`src/rtl/sdpc_pkg.sv`:
```
package sdpc_pkg;
  localparam int CTL_W = 7;

  typedef enum logic [1:0] {
    INIT_NORMAL = 2'd0,
    INIT_MODE   = 2'd1,
    INIT_PALL   = 2'd2,
    INIT_NOP    = 2'd3
  } init_code_e;

  typedef struct packed {
    logic       deep;
    logic [1:0] init;
    logic       sr_req;
    logic       mclk_off;
    logic       cken;
    logic       ckctl;
  } ctl_t;

  localparam ctl_t CTL_RST = '{deep: 1'b0, init: INIT_NORMAL, sr_req: 1'b1,
                               mclk_off: 1'b0, cken: 1'b0, ckctl: 1'b1};

  typedef enum logic [1:0] {
    SR_NORM,
    SR_ENTER,
    SR_SELF,
    SR_EXIT
  } sr_state_e;
endpackage

```
`src/rtl/sdpc_ctrl_reg.sv`:
```
module sdpc_ctrl_reg
  import sdpc_pkg::*;
#(
  parameter int DW = 32
) (
  input  logic          clk,
  input  logic          rst,
  input  logic          wr_en,
  input  logic [DW-1:0] wdata,
  output ctl_t          ctl,
  output logic [DW-1:0] rdata
);
  localparam int PAD_W = DW - CTL_W;

  logic unused_hi;
  assign unused_hi = ^wdata[DW-1:CTL_W];

  always_ff @(posedge clk) begin
    if (rst) ctl <= CTL_RST;
    else if (wr_en) ctl <= ctl_t'(wdata[CTL_W-1:0]);
  end

  assign rdata = {{PAD_W{1'b0}}, ctl};
endmodule

```
`src/rtl/sdpc_sr_fsm.sv`:
```
module sdpc_sr_fsm
  import sdpc_pkg::*;
#(
  parameter int EXIT_CYC = 16
) (
  input  logic      clk,
  input  logic      rst,
  input  logic      sr_req,
  input  logic      init_busy,
  input  logic      sr_done,
  output sr_state_e state,
  output logic      sr_cmd
);
  localparam int CW = $clog2(EXIT_CYC + 1);

  logic [CW-1:0] cnt;

  always_ff @(posedge clk) begin
    if (rst) begin
      state <= SR_SELF;
      cnt   <= '0;
    end else begin
      case (state)
        SR_NORM:  if (sr_req && !init_busy) state <= SR_ENTER;
        SR_ENTER: if (sr_done) state <= SR_SELF;
        SR_SELF: begin
          if (!sr_req) begin
            state <= SR_EXIT;
            cnt   <= CW'(EXIT_CYC);
          end
        end
        SR_EXIT: begin
          if (cnt == '0) state <= SR_NORM;
          else cnt <= cnt - 1'b1;
        end
        default: state <= SR_SELF;
      endcase
    end
  end

  assign sr_cmd = (state == SR_ENTER);
endmodule

```
`src/rtl/sdpc_init_seq.sv`:
```
module sdpc_init_seq (
  input  logic       clk,
  input  logic       rst,
  input  logic [1:0] field,
  input  logic       cmd_busy,
  output logic [1:0] init_cmd,
  output logic       init_go,
  output logic       pend
);
  logic [1:0] prev_q;
  logic       go_d;

  assign go_d = pend && !cmd_busy && !init_go;

  always_ff @(posedge clk) begin
    if (rst) begin
      prev_q   <= 2'd0;
      pend     <= 1'b0;
      init_go  <= 1'b0;
      init_cmd <= 2'd0;
    end else begin
      prev_q   <= field;
      init_cmd <= field;
      init_go  <= go_d;
      if (field != prev_q) pend <= 1'b1;
      else if (go_d) pend <= 1'b0;
    end
  end
endmodule

```
`src/rtl/sdram_pwr_ctl.sv`:
```
module sdram_pwr_ctl
  import sdpc_pkg::*;
#(
  parameter int DW       = 32,
  parameter int EXIT_CYC = 16
) (
  input  logic          clk,
  input  logic          rst,
  input  logic          wr_en,
  input  logic [DW-1:0] wdata,
  output logic [DW-1:0] rdata,
  input  logic          xact_idle,
  input  logic          cmd_busy,
  input  logic          sr_done,
  output logic          clk_out_en,
  output logic          cke,
  output logic          sr_cmd,
  output logic          sr_ack,
  output logic          ref_en,
  output logic [1:0]    init_cmd,
  output logic          init_go
);
  ctl_t      ctl;
  sr_state_e state;
  logic      init_busy;
  logic      pend;
  logic      deep_act;
  logic      active;
  logic      in_self;

  sdpc_ctrl_reg #(.DW(DW)) u_reg (
    .clk(clk), .rst(rst), .wr_en(wr_en), .wdata(wdata),
    .ctl(ctl), .rdata(rdata)
  );

  assign init_busy = (ctl.init != INIT_NORMAL);

  sdpc_sr_fsm #(.EXIT_CYC(EXIT_CYC)) u_fsm (
    .clk(clk), .rst(rst), .sr_req(ctl.sr_req), .init_busy(init_busy),
    .sr_done(sr_done), .state(state), .sr_cmd(sr_cmd)
  );

  sdpc_init_seq u_init (
    .clk(clk), .rst(rst), .field(ctl.init), .cmd_busy(cmd_busy),
    .init_cmd(init_cmd), .init_go(init_go), .pend(pend)
  );

  assign in_self  = (state == SR_SELF);
  assign deep_act = ctl.deep && ctl.cken && ctl.ckctl && !init_busy;
  assign active   = !xact_idle || sr_cmd || pend || init_go || (state == SR_EXIT);

  always_ff @(posedge clk) begin
    if (rst) begin
      cke        <= 1'b0;
      sr_ack     <= 1'b1;
      ref_en     <= 1'b0;
      clk_out_en <= 1'b1;
    end else begin
      cke        <= !(in_self || deep_act);
      sr_ack     <= (in_self && !cke) || (state == SR_EXIT);
      ref_en     <= ((state == SR_NORM) || (state == SR_ENTER)) && !deep_act;
      clk_out_en <= !deep_act && !(ctl.mclk_off && !active) &&
                    (ctl.ckctl || (active && !in_self));
    end
  end
endmodule

```
`config.mk`:
```
export PLATFORM = sky130hd
export DESIGN_NAME = sdram_pwr_ctl
export DESIGN_NICKNAME = d
export VERILOG_FILES = /design/src/rtl/sdpc_pkg.sv /design/src/rtl/sdpc_ctrl_reg.sv /design/src/rtl/sdpc_sr_fsm.sv /design/src/rtl/sdpc_init_seq.sv /design/src/rtl/sdram_pwr_ctl.sv
export SDC_FILE = /design/constraint.sdc
export NUM_CORES = 1
export LEC_CHECK = 0
export ABC_AREA = 1
export ABC_CLOCK_PERIOD_IN_PS = 1900
export BUFFER_PORTS_ARGS = -buffer_cell sky130_fd_sc_hd__buf_2
export CAP_MARGIN = 20
export CORE_ASPECT_RATIO = 1.2
export CORE_MARGIN = 4
export CORE_UTILIZATION = 43
export CTS_BUF_LIST = sky130_fd_sc_hd__clkbuf_8 sky130_fd_sc_hd__clkbuf_16
export CTS_CLUSTER_SIZE = 14
export DETAILED_ROUTE_END_ITERATION = 8
export PLACE_DENSITY_LB_ADDON = 0.12
export SLEW_MARGIN = 25
export SYNTH_ARGS = -nofsm -noshare
export SYNTH_HDL_FRONTEND = slang
export SYNTH_HIERARCHICAL = 1
export SYNTH_SLANG_ARGS = --single-unit
export TNS_END_PERCENT = 1
```
`constraint.sdc`:
```
create_clock -name clk -period 1.9 [get_ports clk]
set_input_delay 0.38 -clock clk [delete_from_list [all_inputs] [get_ports clk]]
set_output_delay 0.38 -clock clk [all_outputs]
set_load 0.01 [all_outputs]
```
After elaboration in Yosys (flattened, before gate mapping). Index checks and enable logic that the tools add are counted. W data, S select, Z words.

Output and inout bits: 40. Input bits: 38. Flip-flop bits (word level): 22. Logic and storage cells: 72.

Equality and inequality tests: 9. Add/sub/neg operators: 1. Mux-type cells: 10. Reduce and logical (&&, ||, !) cells: 37.

Operator list (count): $logic_and A1 B1 Y1 (12); $logic_not A1 Y1 (10); $mux W5 (2); $pmux W5 S2 (1); $logic_or A1 B1 Y1 (8); $mux W2 (4); $pmux W2 S4 (1); $ne A2 B2 Y1 const B (3); $reduce_bool A2 Y1 (3); $logic_not A5 Y1 (1); $sub A5 B1 Y5 const B (1); $eq A2 B2 Y1 const B (2); $ne A2 B1 Y1 const B (2); $reduce_and A4 Y1 (1); $reduce_and A3 Y1 (1); $eq A2 B1 Y1 const B (1); $logic_not A2 Y1 (1); $mux W1 (2); $ne A2 B2 Y1 (1).

Logic depth before layout (Yosys ltp).
Depth after elaboration: 10. Gate-level depth with buffers: 8. Depth with buffers taken out: 8.

Hierarchy. The synthesis kept the hierarchy.

Modules (own cells, without submodules): sdpc_ctrl_reg (area an instance 521.8 um2, cells an instance 74, seq. area each 140.1 um2, times used 1); sdpc_sr_fsm (area an instance 491.7 um2, cells an instance 71, seq. area each 140.1 um2, times used 1); sdram_pwr_ctl (area an instance 175.2 um2, cells an instance 26, seq. area each 80.1 um2, times used 1); sdpc_init_seq (area an instance 153.9 um2, cells an instance 20, seq. area each 80.1 um2, times used 1).

Worst setup path before layout. No wires, ideal clock.

Path type: flip-flop to flip-flop. From: register u_fsm.state[0]. To: register u_fsm.cnt[1]. Arrival: 1.215 ns. Period minus slack after synthesis: 1.328 ns. Path buffers: 0. Library setup time: 0.113 ns. Slack: 0.572 ns. Data required time: 1.787 ns. Stages on the path, launching flop included: 8. Path through: dfxtp_1 inv_1 ha_1 or2_1 nand3_2 nand2_1 o21ai_1 nor2_1.

Cells in the longest elaborated chain, start to end: 3. Elaborated cells on any way between the ends: 7. Those cells by class: eq/ne (4); mux (1); reduce/logical (2).

Ends and longest elaborated chain: start, declared (line sdpc_sr_fsm.sv:11) `output sr_state_e state,`; start signal, assigned (line sdpc_sr_fsm.sv:20) `state <= SR_SELF;`; start signal, assigned (line sdpc_sr_fsm.sv:24) `SR_NORM: if (sr_req && !init_busy) state <= SR_ENTER;`; start signal, assigned (line sdpc_sr_fsm.sv:25) `SR_ENTER: if (sr_done) state <= SR_SELF;`; $eq A2 B2 Y1 (line sdpc_sr_fsm.sv:23) `case (state)`; $ne A2 B2 Y1 (no source line) / $reduce_bool A2 Y1 (equally long branches); $reduce_and A3 Y1 (no source line); end signal, assigned (line sdpc_sr_fsm.sv:29) `cnt <= CW'(EXIT_CYC);`; end signal, assigned (line sdpc_sr_fsm.sv:34) `else cnt <= cnt - 1'b1;`; end, declared (line sdpc_sr_fsm.sv:16) `logic [CW-1:0] cnt;`.

Several ways; a longest one is shown, not always the timed one. A chain may end at the register's enable or synchronous reset.

Worst setup path after layout.
From: register u_fsm.state[1]. To: output port sr_cmd.

Cells in the longest elaborated chain, start to end: 1.

Ends and longest elaborated chain: $eq A2 B1 Y1 (line sdpc_sr_fsm.sv:41) `assign sr_cmd = (state == SR_ENTER);`; end, declared (line sdram_pwr_ctl.sv:17) `output logic sr_cmd,`.

Every way passes these cells.

==> summary.txt <==
Outcome
  • Status: finished, final reports clean

Cells and area
  • Layout Utilization: 48.4%
  • # nets final: 257
  • Fraction of final layout cells sized beyond drive strength 1: 20.8%
  • Area grow syn2layout: 4.29%
  • N_diodes: 0

Yosys
  • Number of synthesized flops with an enable pin: 0
  • Main synth FF type: dfxtp_1
  • Post-Syn Area: 1340 sq um
  • Top-area cell type share of the netlist area: 32.8%
  • Most common cell in the netlist: nand2_1
  • FFs w/ async S/R, synth: 0%
  • Number of synthesized register bits: 22
  • Seq/Total Area, Yosys: 32.8%
  • Most instantiated cells after synthesis: 42 x nand2_1, 32 x buf_4, 28 x nor2_1
  • YS warnings: 6
  • Cells after Synth: 191
  • Avg Cell Area, Syn: 7.03 sq um
  • Cells taking the most area after synthesis: dfxtp_1 33%, buf_4 18%, nand2_1 12%
  • Count of cell types in the netlist: 24
  • Area leader, netlist: dfxtp_1

Critical path
  • CP startpoint: u_fsm/state[1]
  • R2R Path Start: u_fsm/state[0]
  • Arr. time, crit path: 1.22 ns
  • Type of element capturing the critical path: primary output
  • R2r endpoint: u_fsm/state[0]
  • Crit-path max FO: 8
  • Setup slack, reg-to-reg: 0.37 ns
  • CP Launch Type: flip-flop
  • Crit Path Category: flip-flop to primary output
  • Worst endpoint required time: 1.52 ns
  • Reg2reg path depth: 8

Power
  • Static Leak: 0.795 nW
  • Logic pwr share: 47.6%
  • P_int: 1.03 mW
  • Psw: 750 uW
  • Maximum VDD drop: 0.590 mV
  • Net Sw Frac: 42.1%
  • Reg power frac: 36.7%
  • Power density over the cells: 1270 nW/um^2
  • Clock share of power: 15.7%

Detailed routing
  • DR vias/cell: 4.35
  • Antenna viol nets, final: 0
  • Pre-Repair DR Iteration Count: 4
  • Wire per inst: 9.97 um
  • DRT iter0 DRCs: 36
  • Final WL: 2450 um
  • DR vias: 1,069
  • Drt drc: 0

Clock tree
  • Clk pin slew, worst setup/hold paths: 0.08 ns
  • Clock latency on the worst-skew pair: 0.26 ns
  • Hold_buf cts: 0
  • CTS tree: yes
  • CTS Root Buffer Type: clkbuf_8
  • CTS resizes: 0
  • Htree depth: 1
  • Clock buffer count from CTS: 3
  • Num Clock Sinks: 22
  • Clk buf depth: 2
  • Number of setup buffers added after CTS: 0

Timing
  • Hold Vio Cnt, Final: 0
  • Min Clock Period, post-route: 1.60 ns
  • Pins Over Slew Limit: 0
  • Setup TNS: 0 ns
  • RSZ-0062 raised after global routing: false
  • Period utilisation layout: 84.1%
  • Worst setup margin: 0.302 ns
  • Clock Skew: 0.00395 ns
  • F_max: 626 MHz
  • Final setup violation count: 0

Global routing
  • GRT overflow: 0
  • All-Layer GR Usage: 12.9%
  • First-pass GRT wire length: 4200 um
  • Initial antenna violation count: 0
  • Met2 usage: 23.5%
  • Largest net degree at the start of global routing: 14
  • Met1 Usage GRT: 13.4%
  • Top Usage Layer GRT: met2
  • Vias in the first global route: 1,035
  • Global routing met3 resource utilization: 2.79%

Worst hold path
  • Hold crit path type: input port to flip-flop
  • WHS Endpoint: u_init/init_go
  • Hold Path Stages: 2
  • HP Start: cmd_busy

Die
  • Die height: 69.2 um
  • Num rows: 21
  • Placeable Area: 2890 sq um
  • Initial core utilization: 46.5%
  • I/O Pins: 78
  • Die X: 59.0 um
  • Die area: 4080 sq um

Placement
  • Final Wtd Congestion: 0.751
  • Pre-CTS setup slack: 0.377 ns
  • Port Buffer Count: 27
  • Dpl hpwl: 2030 um

Run
  • Max-Cap Viols: 0
-- registers in the layout, summed over array words and instances (netlist names) --
name            cells
sr_ack              1
u_fsm/cnt           5
u_init/init_go      1
u_reg/ctl           7
clk_out_en          1
ref_en              1
u_fsm/state         2
cke                 1
u_init/prev_q       2
u_init/pend         1
-- layout by cell type, fill, tap and decap left out --
cell	n
clkbuf_8	3
dfxtp_1	22
o21a_1	1
o21ai_0	1
o211ai_1	1
a21oi_2	3
nand2_1	42
nand2_2	3
inv_1	24
nor2_1	28
nand4_1	1
xnor2_1	1
nor4b_2	1
o21ai_1	3
nand4_2	1
or2_1	1
conb_1	25
nand3_1	9
ha_1	5
a21oi_1	4
buf_2	27
nor2_2	1
inv_2	3
nand3_2	2
-- layout make-up --
type	instances	area (sq um)
Timing Repair Buffer	27	135
Clock buffer	3	41.3
Fill cell	306	1490
Inverter	27	101
Sequential cell	22	440
Tap cell	34	42.5
Multi-Input combinational cell	133	639
-- power by group through the flow --
| stage | logic, mW | clock network [mW] | registers [mW] |
|---|---|---|---|
| after floorplan | 0.726 | 0 | 0.654 |
| after global placement | 0.822 | 0 | 0.660 |
| after detailed placement | 0.850 | 0 | 0.666 |
| after CTS | 0.855 | 0.293 | 0.656 |
| after global routing | 0.996 | 0.310 | 0.674 |
| final | 0.847 | 0.280 | 0.652 |
-- per-layer routing --
metal  wire [um]  up-vias
met2        1320       26
met5           0        -
met4          29        0
li1            -      566
met1         968      473
met3         131        4
-- per-stage QoR --
stage	instances	hold WS, ns	area, sq um	total power [mW]
6_report	246	0.301	1400	1.78
5_1_grt	246	0.310	1400	1.98
4_1_cts	246	0.291	1400	1.80
3_5_place_dp	243	0.455	1360	1.52
3_3_place_gp	243	0.460	1360	1.48
2_1_floorplan	215	0.442	1430	1.38
-- cells by family after synthesis --
logic type               after synthesis  synth area share (%)
adder cells (fa/ha/maj)                5                  4.66
AND/OR/NAND/NOR                       89                  29.3
XOR/XNOR                               1                 0.652
other                                  1                 0.279
AO/OA/AOI/OAI                         13                  6.06
buffers and inverters                 60                  26.3
flip-flops                            22                  32.8
-- worst max-delay path: stages (launching register included) --
cell and delay, ns:
dfxtp_1 0.48, inv_1 0.11, ha_1 0.22, buf_2 0.15
-- worst max-delay path by stage --
stage,slack (ns),cells after the start,endpoint
2_1_floorplan,0.57,7,u_fsm/cnt[1]
3_3_place_gp,0.43,8,u_fsm/state[1]
3_5_place_dp,0.38,8,u_fsm/state[0]
4_1_cts,0.28,3,sr_cmd
5_1_grt,0.22,3,sr_cmd
6_report,0.30,3,sr_cmd
No activity file was read; power rests on OpenSTA's default activity.
